--- config.mk ---
export PLATFORM = sky130hd
export DESIGN_NAME = flash_pgm_seq
export DESIGN_NICKNAME = d
export VERILOG_FILES = /design/src/rtl/fps_pkg.sv /design/src/rtl/fps_range_check.sv /design/src/rtl/fps_chunk_calc.sv /design/src/rtl/fps_byte_packer.sv /design/src/rtl/flash_pgm_seq.sv
export SDC_FILE = /design/constraint.sdc
export NUM_CORES = 1
export LEC_CHECK = 0
export BUFFER_PORTS_ARGS = -buffer_cell sky130_fd_sc_hd__buf_2
export CAP_MARGIN = 20
export CORE_MARGIN = 3
export CORE_UTILIZATION = 45
export DETAILED_ROUTE_END_ITERATION = 8
export HOLD_SLACK_MARGIN = 0.02
export PLACE_DENSITY = 0.74
export SYNTH_ARGS = -nofsm -noshare
export SYNTH_HDL_FRONTEND = slang
export SYNTH_HIERARCHICAL = 1
export SYNTH_SLANG_ARGS = --single-unit
--- constraint.sdc ---
create_clock -name clk -period 8.3 [get_ports clk]
set_clock_uncertainty 0.2 [all_clocks]
set_input_delay 1.66 -clock clk [delete_from_list [all_inputs] [get_ports clk]]
set_output_delay 1.66 -clock clk [all_outputs]
set_load 0.05 [all_outputs]
--- src/rtl/fps_pkg.sv ---
package fps_pkg;

    localparam logic [7:0] OPC_WREN   = 8'h06;
    localparam logic [7:0] OPC_PROG   = 8'h02;
    localparam logic [7:0] OPC_ERASE  = 8'hD8;
    localparam logic [7:0] OPC_STATUS = 8'h05;

    typedef enum logic [3:0] {
        S_IDLE,
        S_GATHER,
        S_WREN_REQ,
        S_WREN_WAIT,
        S_OP_REQ,
        S_OP_WAIT,
        S_POLL_REQ,
        S_POLL_WAIT,
        S_FINISH
    } seq_state_e;

endpackage

--- src/rtl/fps_range_check.sv ---
module fps_range_check #(
    parameter int         ADDR_W        = 24,
    parameter logic [7:0] SIG_BASE      = 8'h13,
    parameter int         NUM_SIZES     = 5,
    parameter int         MIN_SIZE_LOG2 = 20
) (
    input  logic [7:0]        sig,
    input  logic [ADDR_W-1:0] addr,
    input  logic [ADDR_W:0]   len,
    output logic              reject
);
    localparam int LEN_W = ADDR_W + 1;

    logic [7:0]     sig_idx;
    logic [LEN_W-1:0] limit;
    logic           sig_ok;
    logic [LEN_W:0] span_end;

    assign sig_idx  = sig - SIG_BASE;
    assign span_end = {2'b00, addr} + {1'b0, len};

    always_comb begin
        limit  = '0;
        sig_ok = 1'b0;
        for (int k = 0; k < NUM_SIZES; k++) begin
            if (sig_idx == 8'(k)) begin
                limit  = LEN_W'(1) << (MIN_SIZE_LOG2 + k);
                sig_ok = 1'b1;
            end
        end
    end

    assign reject = !sig_ok || (span_end > {1'b0, limit});

endmodule

--- src/rtl/fps_chunk_calc.sv ---
module fps_chunk_calc #(
    parameter int ADDR_W     = 24,
    parameter int PAGE_BYTES = 256,
    parameter int CHUNK_MAX  = 4
) (
    input  logic [$clog2(PAGE_BYTES)-1:0]  page_off,
    input  logic [ADDR_W:0]                remaining,
    output logic [$clog2(CHUNK_MAX+1)-1:0] chunk_len
);
    localparam int LEN_W = ADDR_W + 1;
    localparam int CNT_W = $clog2(CHUNK_MAX + 1);

    logic [LEN_W-1:0] room;
    logic [LEN_W-1:0] pick;

    assign room = LEN_W'(PAGE_BYTES) - LEN_W'(page_off);

    always_comb begin
        pick = remaining;
        if (pick > LEN_W'(CHUNK_MAX)) pick = LEN_W'(CHUNK_MAX);
        if (pick > room)              pick = room;
    end

    assign chunk_len = CNT_W'(pick);

endmodule

--- src/rtl/fps_byte_packer.sv ---
module fps_byte_packer #(
    parameter int CHUNK_MAX = 4
) (
    input  logic                           clk,
    input  logic                           rst_n,
    input  logic                           clr,
    input  logic                           push,
    input  logic [7:0]                     din,
    output logic [$clog2(CHUNK_MAX+1)-1:0] count,
    output logic [8*CHUNK_MAX-1:0]         word
);
    localparam int CNT_W = $clog2(CHUNK_MAX + 1);

    always_ff @(posedge clk) begin
        if (!rst_n || clr) begin
            count <= '0;
            word  <= '0;
        end else if (push) begin
            for (int i = 0; i < CHUNK_MAX; i++) begin
                if (count == CNT_W'(i)) word[i*8 +: 8] <= din;
            end
            count <= count + CNT_W'(1);
        end
    end

endmodule

--- src/rtl/flash_pgm_seq.sv ---
module flash_pgm_seq
    import fps_pkg::*;
#(
    parameter int         ADDR_W        = 24,
    parameter int         PAGE_BYTES    = 256,
    parameter int         CHUNK_MAX     = 4,
    parameter logic [7:0] SIG_BASE      = 8'h13,
    parameter int         NUM_SIZES     = 5,
    parameter int         MIN_SIZE_LOG2 = 20
) (
    input  logic                            clk,
    input  logic                            rst_n,
    input  logic [7:0]                      dev_sig,
    input  logic                            req_valid,
    input  logic                            req_erase,
    input  logic [ADDR_W-1:0]               req_addr,
    input  logic [ADDR_W:0]                 req_len,
    output logic                            req_ready,
    input  logic                            wr_valid,
    input  logic [7:0]                      wr_data,
    output logic                            wr_ready,
    output logic                            cmd_req,
    output logic [7:0]                      cmd_opcode,
    output logic [ADDR_W-1:0]               cmd_addr,
    output logic [$clog2(CHUNK_MAX+5)-1:0]  cmd_tx_cnt,
    output logic [$clog2(CHUNK_MAX+5)-1:0]  cmd_rx_cnt,
    output logic [8*CHUNK_MAX-1:0]          cmd_tx_data,
    input  logic [8*CHUNK_MAX-1:0]          cmd_rx_data,
    input  logic                            cmd_done,
    output logic                            op_done,
    output logic                            op_error,
    output logic [ADDR_W:0]                 bytes_written
);
    localparam int LEN_W     = ADDR_W + 1;
    localparam int CNT_W     = $clog2(CHUNK_MAX + 1);
    localparam int TXC_W     = $clog2(CHUNK_MAX + 5);
    localparam int DATA_W    = 8 * CHUNK_MAX;
    localparam int PAGE_LOG2 = $clog2(PAGE_BYTES);

    seq_state_e state_q, state_d;

    logic              erase_q;
    logic              err_q;
    logic [ADDR_W-1:0] cur_addr_q;
    logic [LEN_W-1:0]  remain_q;
    logic [LEN_W-1:0]  written_q;

    logic              reject;
    logic [CNT_W-1:0]  chunk_len;
    logic [CNT_W-1:0]  pk_count;
    logic [DATA_W-1:0] pk_word;
    logic              pk_clr;
    logic              pk_push;
    logic              last_byte;
    logic              wip;
    logic              chunk_step;
    logic              unused_rx;

    assign wip       = cmd_rx_data[0];
    assign unused_rx = ^cmd_rx_data[DATA_W-1:1];

    fps_range_check #(
        .ADDR_W(ADDR_W), .SIG_BASE(SIG_BASE),
        .NUM_SIZES(NUM_SIZES), .MIN_SIZE_LOG2(MIN_SIZE_LOG2)
    ) u_range (
        .sig(dev_sig), .addr(req_addr), .len(req_len), .reject(reject)
    );

    fps_chunk_calc #(
        .ADDR_W(ADDR_W), .PAGE_BYTES(PAGE_BYTES), .CHUNK_MAX(CHUNK_MAX)
    ) u_chunk (
        .page_off(cur_addr_q[PAGE_LOG2-1:0]), .remaining(remain_q),
        .chunk_len(chunk_len)
    );

    assign pk_clr  = (state_q == S_IDLE) || (state_q == S_POLL_WAIT);
    assign pk_push = (state_q == S_GATHER) && wr_valid;

    fps_byte_packer #(.CHUNK_MAX(CHUNK_MAX)) u_pack (
        .clk(clk), .rst_n(rst_n), .clr(pk_clr), .push(pk_push),
        .din(wr_data), .count(pk_count), .word(pk_word)
    );

    assign last_byte  = (pk_count + CNT_W'(1)) == chunk_len;
    assign chunk_step = (state_q == S_POLL_WAIT) && cmd_done && !wip && !erase_q;

    // State register
    always_ff @(posedge clk) begin
        if (!rst_n) state_q <= S_IDLE;
        else        state_q <= state_d;
    end

    // Next-state logic
    always_comb begin
        state_d = state_q;
        unique case (state_q)
            S_IDLE: begin
                if (req_valid) begin
                    if (reject)                    state_d = S_FINISH;
                    else if (req_erase)            state_d = S_WREN_REQ;
                    else if (req_len == '0)        state_d = S_FINISH;
                    else                           state_d = S_GATHER;
                end
            end
            S_GATHER:    if (wr_valid && last_byte) state_d = S_WREN_REQ;
            S_WREN_REQ:  state_d = S_WREN_WAIT;
            S_WREN_WAIT: if (cmd_done) state_d = S_OP_REQ;
            S_OP_REQ:    state_d = S_OP_WAIT;
            S_OP_WAIT:   if (cmd_done) state_d = S_POLL_REQ;
            S_POLL_REQ:  state_d = S_POLL_WAIT;
            S_POLL_WAIT: begin
                if (cmd_done) begin
                    if (wip)
                        state_d = S_POLL_REQ;
                    else if (erase_q || remain_q == LEN_W'(chunk_len))
                        state_d = S_FINISH;
                    else
                        state_d = S_GATHER;
                end
            end
            S_FINISH:    state_d = S_IDLE;
            default:     state_d = S_IDLE;
        endcase
    end

    // Request datapath
    always_ff @(posedge clk) begin
        if (!rst_n) begin
            erase_q    <= 1'b0;
            err_q      <= 1'b0;
            cur_addr_q <= '0;
            remain_q   <= '0;
            written_q  <= '0;
        end else if (state_q == S_IDLE && req_valid) begin
            erase_q    <= req_erase;
            err_q      <= reject;
            cur_addr_q <= req_addr;
            remain_q   <= req_len;
            written_q  <= '0;
        end else if (chunk_step) begin
            cur_addr_q <= cur_addr_q + ADDR_W'(chunk_len);
            remain_q   <= remain_q - LEN_W'(chunk_len);
            written_q  <= written_q + LEN_W'(chunk_len);
        end
    end

    // Outputs
    always_comb begin
        req_ready   = (state_q == S_IDLE);
        wr_ready    = (state_q == S_GATHER);
        op_done     = (state_q == S_FINISH);
        op_error    = (state_q == S_FINISH) && err_q;
        cmd_req     = 1'b0;
        cmd_opcode  = '0;
        cmd_addr    = '0;
        cmd_tx_cnt  = '0;
        cmd_rx_cnt  = '0;
        cmd_tx_data = '0;
        unique case (state_q)
            S_WREN_REQ: begin
                cmd_req    = 1'b1;
                cmd_opcode = OPC_WREN;
                cmd_tx_cnt = TXC_W'(1);
            end
            S_OP_REQ: begin
                cmd_req  = 1'b1;
                cmd_addr = cur_addr_q;
                if (erase_q) begin
                    cmd_opcode = OPC_ERASE;
                    cmd_tx_cnt = TXC_W'(4);
                end else begin
                    cmd_opcode  = OPC_PROG;
                    cmd_tx_cnt  = TXC_W'(chunk_len) + TXC_W'(4);
                    cmd_tx_data = pk_word;
                end
            end
            S_POLL_REQ: begin
                cmd_req    = 1'b1;
                cmd_opcode = OPC_STATUS;
                cmd_tx_cnt = TXC_W'(1);
                cmd_rx_cnt = TXC_W'(1);
            end
            default: ;
        endcase
    end

    assign bytes_written = written_q;

    // Checks that watch the command stream
    logic [7:0] last_op_q;
    logic       waiting_q;
    always_ff @(posedge clk) begin
        if (!rst_n) begin
            last_op_q <= '0;
            waiting_q <= 1'b0;
        end else begin
            if (cmd_req) last_op_q <= cmd_opcode;
            if (cmd_req)       waiting_q <= 1'b1;
            else if (cmd_done) waiting_q <= 1'b0;
        end
    end

    assert_busy_no_accept_R1: assert property (@(posedge clk) disable iff (!rst_n)
        cmd_req |-> !req_ready);

    assert_err_with_done_R2: assert property (@(posedge clk) disable iff (!rst_n)
        op_error |-> op_done);

    assert_page_bound_R3: assert property (@(posedge clk) disable iff (!rst_n)
        (cmd_req && cmd_opcode == OPC_PROG) |->
        ((cmd_tx_cnt > TXC_W'(4)) && (cmd_tx_cnt <= TXC_W'(CHUNK_MAX + 4)) &&
         ({1'b0, cmd_addr[PAGE_LOG2-1:0]} + (PAGE_LOG2+1)'(cmd_tx_cnt - TXC_W'(4))
          <= (PAGE_LOG2+1)'(PAGE_BYTES))));

    assert_wren_first_R4: assert property (@(posedge clk) disable iff (!rst_n)
        (cmd_req && (cmd_opcode == OPC_PROG || cmd_opcode == OPC_ERASE)) |->
        (last_op_q == OPC_WREN));

    assert_req_pulse_R10: assert property (@(posedge clk) disable iff (!rst_n)
        cmd_req |=> !cmd_req);

    assert_wait_done_R10: assert property (@(posedge clk) disable iff (!rst_n)
        (waiting_q && !cmd_done) |-> !cmd_req);

endmodule

==> results of run 1 <==
-- layout make-up --
type	instances	area share, %
clock buffer	19	4.32
multi-input combinational	878	58.3
timing repair buffer	180	9.02
inverter	41	1.50
sequential	115	22.4
tap	260	3.17
clock inverter	13	1.23
-- cell usage after synthesis, types with 5 or more instances --
cell type	count
or3_1	17
clkbuf_1	37
a31oi_1	22
inv_1	40
o311ai_0	5
and4_1	6
nor3b_1	5
o21ai_0	39
nor3_1	31
and3_1	42
nor2b_1	6
or4_1	16
a21oi_1	69
buf_4	14
a211oi_1	13
xnor2_1	28
and2_1	29
mux2i_1	31
o211ai_1	19
buf_2	15
nand2b_1	7
a22oi_1	6
nor4_1	25
nand3_1	36
a21o_1	5
nor2_1	78
nand2_1	90
nand3b_1	43
dfxtp_1	115
a211o_1	5
a21bo_2	6
nand4_1	21
xor2_1	13
a221oi_1	5
ha_1	54
o21a_1	7
-- flip-flops by register name (all words and copies together) (netlist names) --
name / count
u_pack/word: 32
err_q: 1
u_pack/count: 3
cur_addr_q: 24
bytes_written: 25
remain_q: 25
state_q: 4
erase_q: 1
-- worst paths after layout --
kind | startpoint | to | slack, ps | cells after the start
worst min register to register | err_q$_SDFFE_PN0P_ | err_q$_SDFFE_PN0P_ | 260 | 2
worst max register to register | remain_q[22]$_SDFFE_PN0P_ | remain_q[20]$_SDFFE_PN0P_ | 3160 | 16
worst max-delay path | req_len[0] | state_q[0]$_SDFFE_PN0P_ | 1030 | 24
worst min-delay path | err_q$_SDFFE_PN0P_ | err_q$_SDFFE_PN0P_ | 260 | 2
-- logic make-up (layout without fill, tap and decap cells) --
logic type	after synthesis	count (layout)	share of synthesized area (%)
simple gates	478	478	30.5
compound gates	255	255	20.0
buf+inv	117	253	6.19
flops	115	115	26.2
fa+ha+maj	58	58	8.59
xor+xnor	42	42	4.35
mux	35	35	4.13
other cells	2	10	0.0854
-- tightest hold or removal path, cell delays in order (launching register included) --
cell and delay, ps:
dfxtp_1 310, nand2_1 50, a21oi_1 50
-- through the flow --
step	power [µW]	cells	util (%)	setup WS, ps	hold WS, ps
floorplan	893	1110	-	1760	232
detailed placement	995	1472	51.1	669	260
CTS	1690	1504	54.1	1090	268
finish	1700	1506	54.1	1030	256
global placement	990	1472	51.1	716	260
global route	1770	1506	54.1	794	294
-- power by group through the flow --
stage / logic [µW] / registers (µW) / clock network [µW]
global placement: 379 / 611 / 0
finish: 393 / 600 / 703
global route: 435 / 603 / 735
floorplan: 292 / 601 / 0
CTS: 387 / 599 / 708
detailed placement: 384 / 611 / 0
-- routing by layer --
metal | global-route usage, % | vias up | part of all wire [%]
li1 | - | 4339 | -
met1 | 31.7 | 4232 | 44
met2 | 39.3 | 365 | 47
met3 | 4.27 | 54 | 6.7
met4 | 9.02 | 0 | 2.8
met5 | 0 | - | 0
==> metrics.csv, run 1 <==
metric;value;unit
grt-ovfl-total;0;
start_kind;input pin;
dp_hpwl;19600;µm
clock-root-buffer;clkbuf_16;
cts.path.max_buffers;2;
antenna_found_initial;0;
relSlewSlack;44.2;%
first_pass_iters;5;
cell_internal_pwr;1150;µW
cts_setup_buffers;0;
drive_gt1_share;20.0;%
mostFrequentLayoutCells;buf_2, dfxtp_1, nand2_1;
cts_sinks;115;
crit_type;in2reg;
crit_family;compound AO/OA/AOI/OAI gates;
insertion_delay;420;ps
worstPathRequired;8430;ps
setup_tns;0;ps
cts_resized;0;
cts_hold_buffers;0;
crit_path_top_delay_cell;or4_1;
yosysTopAreaCell;dfxtp_1;
viasPerCell;5.97;
drt_iter0_drc;719;
fin_nets;1394;
core_region_area;0.0190;mm²
tritoncts;built;
hold_path.class;reg2reg;
tightest_slew;835;ps
rsz0062_at_grt;false;
ios;205;
cp_max_fo;4;
start_util;46.4;%
final-seq-area;0.00230;mm²
yosys.area.top_type_share;26.2;%
rows;50;
grt_pass1_vias;8487;
area_growth;16.7;%
wl_per_cell;17.6;µm
synthCells;1102;
fmax;0.137;GHz
pwr-share-clk;41.5;%
clk_pin_slew;60;ps
fin_area;0.0103;mm²
pwr-share-comb;23.2;%
die_h;146;µm
finalHoldViolCount;0;
power_leakage;0.00443;µW
grt_start_max_net_pins;55;
grt_pass1_wl;42700;µm
p_switching;547;µW
gp_congestion;0.929;
worst_setup_path_end_kind;flip-flop;
port_buffers;169;
routed_wl;26500;µm
p_sw_share;32.3;%
cp.arrival;7410;ps
status;finished clean;
post_dp_cell_area;0.00968;mm²
critPathBufInv;1;
num_vias;8990;
yosysWarnings;6;
seq_area_frac_synth;26.2;%
synth_enable_flop_cells;0;
synth_area_leaders;dfxtp_1, ha_1, a21oi_1;
final_common_cell;buf_2;
ys_ff_latch;115;
synthArstFlopShare;0;%
die_x;146;µm
die_area;0.0213;mm²
ys_types;92;
min_period;7270;ps
numCtsBuffers;17;
powerDensity;165;mW/mm²
drtAntennaViolNets;0;
nFillCells;1820;
ys.flop_type;dfxtp_1;
multi_input_area;0.00598;mm²
ir_drop;0.0987;mV
grt_usage;24.0;%
p_seq_share;35.4;%
drc;0;
setup_viol;0;
syn_area;0.00879;mm²
period_share;87.6;%
syn_avg_cell_area;7.98;µm²
slew_violations;0;
crit_path_max_incr_delay;540;ps
n_antenna_cell;0;
cp_cell_sequence;buf_2 > ha_1 > fa_1 > a211oi_2 > o211ai_2 > a221oi_4 > o21ai_2 > a32o_1 > o31ai_4 > o21bai_2 > a21oi_2 > xnor2_1 > ha_1 > nand3_1 > or4_1 > nor4_1 > nand4_1 > nor4_1 > nand3_1 > o21ai_1 > o211ai_1 > a2111oi_0 > a211oi_1 > o21ai_0;
cts.htree.levels;4;
maxCapViolations;0;
Note: power is estimated with default switching activity, not from simulation.
==> run 2: changes to the inputs <==
MAX_ROUTING_LAYER = met4   (was unset)
==> metrics.csv, run 2 (same netlist as run 1, synthesis figures left out) <==
metric;value;unit
grt_usage;25.0;%
drtAntennaViolNets;0;
die_area;0.0213;mm²
reg2reg_depth;16;
pwr-share-comb;23.5;%
fin_area;0.0102;mm²
wl_met3;1830;µm
place_inst;1472;
cts.path.max_buffers;2;
p_sw_share;32.9;%
die_h;146;µm
tritoncts;built;
worstPathRequired;8450;ps
ios;205;
crit_path_top_delay_cell;or4_1;
mostFrequentLayoutCells;buf_2, dfxtp_1, nand2_1;
gp_congestion;0.947;
drc;0;
slew_violations;0;
cts.htree.levels;4;
drive_gt1_share;20.0;%
start_kind;input pin;
pwr-share-clk;40.7;%
cts_setup_buffers;0;
fin_nets;1393;
ir_drop;0.108;mV
rows;50;
rrSetupSlack;3180;ps
start_util;46.4;%
largest_register;u_pack/word;
n_antenna_cell;0;
cp.arrival;7630;ps
crit_path_max_incr_delay;540;ps
core_region_area;0.0190;mm²
cts_hold_buffers;0;
setup_viol;0;
period_share;90.1;%
status;finished clean;
p_seq_share;35.8;%
cell_internal_pwr;1130;µW
cp_max_fo;4;
hold_path_end;err_q$_SDFFE_PN0P_;
dp_hpwl;19600;µm
relSlewSlack;24.8;%
highest_layer;met4;
first_pass_iters;5;
final_common_cell;buf_2;
p_switching;552;µW
numCtsBuffers;17;
insertion_delay;420;ps
met1Wirelength;11500;µm
setup_tns;0;ps
total_power;1680;µW
hold_path.class;reg2reg;
power_leakage;0.00443;µW
cts_sinks;115;
area_growth;16.4;%
routed_wl;26600;µm
finalHoldViolCount;0;
crit_type;in2reg;
min_from;err_q$_SDFFE_PN0P_;
stdcell_count;1505;
worst_setup_path_end_kind;flip-flop;
reg2reg_to;remain_q[20]$_SDFFE_PN0P_;
grt-ovfl-total;0;
grt_pass1_vias;8507;
clock-root-buffer;clkbuf_16;
rsz0062_at_grt;false;
met2_length;12600;µm
min_period;7480;ps
nFillCells;1813;
cts_resized;0;
antenna_found_initial;0;
powerDensity;164;mW/mm²
drt_iter0_drc;712;
grt_start_max_net_pins;55;
wl_per_cell;17.7;µm
r2r-start;remain_q[19]$_SDFFE_PN0P_;
tightest_slew;1120;ps
final-seq-area;0.00230;mm²
critPathBufInv;1;
clk_pin_slew;50;ps
largest_register_ffs;32;
port_buffers;169;
viasPerCell;5.94;
post_dp_cell_area;0.00968;mm²
num_vias;8945;
whs_path_depth;2;
grt_pass1_wl;43200;µm
die_x;146;µm
maxCapViolations;0;
fmax;0.134;GHz
crit_family;compound AO/OA/AOI/OAI gates;
multi_input_area;0.00598;mm²
run 2: worst max path at each step:
stage	end	startpoint	cells past startpoint
after global placement	state_q[1]$_SDFFE_PN0P_	req_len[0]	26
after CTS	state_q[1]$_SDFFE_PN0P_	req_len[0]	26
after floorplan	state_q[1]$_SDFFE_PN0P_	req_addr[0]	25
after global routing	state_q[1]$_SDFFE_PN0P_	req_len[0]	26
after detailed placement	state_q[1]$_SDFFE_PN0P_	req_len[0]	26
final	state_q[1]$_SDFFE_PN0P_	req_len[0]	26
run 2: worst reg2reg max path: stages (launching register included):
cell	delay, ps
dfxtp_1	360
nor4_1	340
nand4_1	240
nor3_1	300
inv_1	70
ha_1	280
nand3_1	60
or3_1	320
o21ai_2	130
mux2i_1	580
inv_1	140
ha_1	230
nor2_1	550
and4_1	460
nand3_1	240
o311ai_0	380
a31oi_1	120
run 2: stage by stage:
step,setup slack (ps),hold WS (ps),utilization [%]
after detailed placement,561,264,51.1
after floorplan,1760,232,-
after CTS,980,270,54.0
final,823,258,54.0
after global routing,596,296,54.0
after global placement,654,260,51.1
run 2: per-layer routing:
metal  vias up  GRT usage (%)
met4         0           8.31
met3        50           3.36
met1      4182           32.0
li1       4334              -
met2       379           40.9
met5         -              -
run 2: power groups by stage:
stage	sequential, µW	clock, µW	combinational, µW
2_1_floorplan	601	0	292
3_3_place_gp	611	0	380
3_5_place_dp	611	0	385
4_1_cts	600	689	389
5_1_grt	604	715	435
6_report	600	684	395
run 2: cell type report:
type | count | area share (%)
Multi-Input combinational cell | 878 | 58.4
Sequential cell | 115 | 22.5
Timing Repair Buffer | 179 | 8.99
Clock buffer | 19 | 4.42
Tap cell | 260 | 3.18
Inverter | 41 | 1.50
Clock inverter | 13 | 0.990
==> run 3: changes to the inputs <==
ABC_AREA = 1   (was unset)
PLACE_DENSITY = 0.73   (was 0.74)
==> metrics.csv, run 3 <==
metric;value;unit
seq_area_frac_synth;23.2;%
synth-compound-area-share;10.4;%
start_util;46.6;%
drtAntennaViolNets;0;
yosys.area_share.simple;42.9;%
dp_hpwl;23800;µm
die_x;155;µm
crit_type;in2reg;
whs_path_depth;2;
clk_pin_slew;60;ps
first_pass_iters;5;
ys.flop_type;dfxtp_1;
maxCapViolations;0;
cts_resized;0;
yosysWarnings;6;
tritoncts;built;
area_growth;16.1;%
grt_usage;26.2;%
syn_avg_cell_area;5.83;µm²
r2r-start;cur_addr_q[0]$_SDFFE_PN0P_;
ios;205;
grt_pass1_vias;10100;
period_share;65.2;%
viasPerCell;5.12;
grt-ovfl-total;0;
cts.htree.levels;4;
cp_max_fo;4;
status;finished clean;
synthArstFlopShare;0;%
rsz0062_at_grt;false;
hold_path.class;reg2reg;
largest_register;u_pack/word;
min_period;5410;ps
die_h;155;µm
setup_tns;0;ps
ir_drop;0.148;mV
synth_xor_area_share;3.96;%
ys_types;56;
fin_util;54.0;%
synth_top_family_by_area;simple AND/OR/NAND/NOR gates;
crit_path_max_incr_delay;450;ps
cts_setup_buffers;0;
synth.most_common_cell;nand2_1;
grt_pass1_wl;50000;µm
finalHoldViolCount;0;
synth_mux_area_share;0;%
die_area;0.0239;mm²
gp_congestion;0.958;
grt_start_max_net_pins;59;
total_power;1870;µW
reg2reg_depth;25;
port_buffers;169;
synthAdderAreaFrac;7.60;%
num_vias;11000;
reg2reg_to;bytes_written[10]$_SDFFE_PP0P_;
drive_gt1_share;14.4;%
tightest_slew;1020;ps
crit_path_top_delay_cell;fa_1;
clock-root-buffer;clkbuf_16;
synth_area_leaders;dfxtp_1, nand2_1, nor2_1;
setup_slack;2890;ps
cts_sinks;115;
syn_area;0.00994;mm²
slew_violations;0;
rows;53;
power_leakage;0.00574;µW
n_antenna_cell;0;
worstSetupStartpoint;req_len[0];
cts.path.max_buffers;2;
final_common_cell;nand2_1;
worst_setup_path_end_kind;flip-flop;
core_region_area;0.0214;mm²
wl_per_cell;14.4;µm
worstPathRequired;8450;ps
largest_register_ffs;32;
fin_area;0.0115;mm²
worstSetupEndpoint;state_q[1]$_SDFFE_PN0P_;
ys_ff_latch;115;
post_dp_cell_area;0.0109;mm²
mostFrequentLayoutCells;nand2_1, nor2_1, inv_1;
relSlewSlack;31.7;%
drt_iter0_drc;655;
antenna_found_initial;0;
routed_wl;30800;µm
cp.arrival;5560;ps
insertion_delay;420;ps
synthCells;1705;
yosysTopAreaCell;dfxtp_1;
fin_nets;2018;
drc;0;
pre_cts_ws;2520;ps
powerDensity;162;mW/mm²
cts_hold_buffers;0;
synth_enable_flop_cells;0;
numCtsBuffers;17;
min_from;err_q$_SDFFE_PN0P_;
setup_viol;0;
fmax;0.185;GHz
start_kind;input pin;
netlist_top_cells_count;nand2_1, nor2_1, inv_1;
yosys.area.top_type_share;23.2;%
rrSetupSlack;3710;ps
## run 3: cell types whose count changed after synthesis, sizes merged, moves of 19 or more
cell,before,now
clkbuf,40,19
inv,41,242
and3,42,2
mux2i,31,0
nand3,36,100
xor2,13,36
a21oi,71,91
nor2,78,319
and2,29,2
nor4,26,4
nand3b,43,10
xnor2,28,9
nand2,90,517
## run 3: stage by stage
step	hold slack [ps]	cells
2_1_floorplan	230	1713
3_3_place_gp	248	2113
3_5_place_dp	251	2113
4_1_cts	260	2145
5_1_grt	305	2145
6_report	255	2145
## run 3: metal layers
layer | wire length, µm | vias to the layer above | track usage, %
li1 | - | 5642 | -
met1 | 13500 | 4993 | 33.0
met2 | 14900 | 309 | 44.0
met3 | 1780 | 44 | 3.72
met4 | 608 | 0 | 7.32
met5 | 0 | - | -
## run 3: power breakdown
part           total (µW)  internal, µW  leakage [µW]  switching [µW]
logic                 502           171       0.00452             331
registers             602           573      0.000936            28.8
clock network         769           482      0.000281             286
total                1870          1230       0.00574             646
## run 3: area by class of cell
class	count	area [µm²]
inverter	243	912
timing repair buffer	173	876
tap	275	344
fill	2243	9810
sequential	115	2300
clock buffer	18	439
multi-input combinational	1307	6490
clock inverter	14	179
## run 3: worst min path at each step
| stage | end |
|---|---|
| floorplan | err_q$_SDFFE_PN0P_ |
| global placement | err_q$_SDFFE_PN0P_ |
| detailed placement | err_q$_SDFFE_PN0P_ |
| CTS | err_q$_SDFFE_PN0P_ |
| global route | u_pack/word[25]$_SDFFE_PP0P_ |
| finish | err_q$_SDFFE_PN0P_ |
## run 3: cell families (layout without fill, tap and decap cells)
logic type                 Yosys count  after routing
other                                2             10
AOI/OAI and AO/OA                  187            187
buffers and inverters              291            448
adders and majority gates           58             58
DFF                                115            115
and+or+nand+nor                   1007           1007
xor gates and xnor gates            45             45
## run 3: worst max-delay path, delay by kind of cell
kind | cells | cell delay [ps]
AOI/OAI and AO/OA | 5 | 650
xor gates and xnor gates | 1 | 120
adders and majority gates | 3 | 990
buffers and inverters | 2 | 270
and+or+nand+nor | 17 | 1870
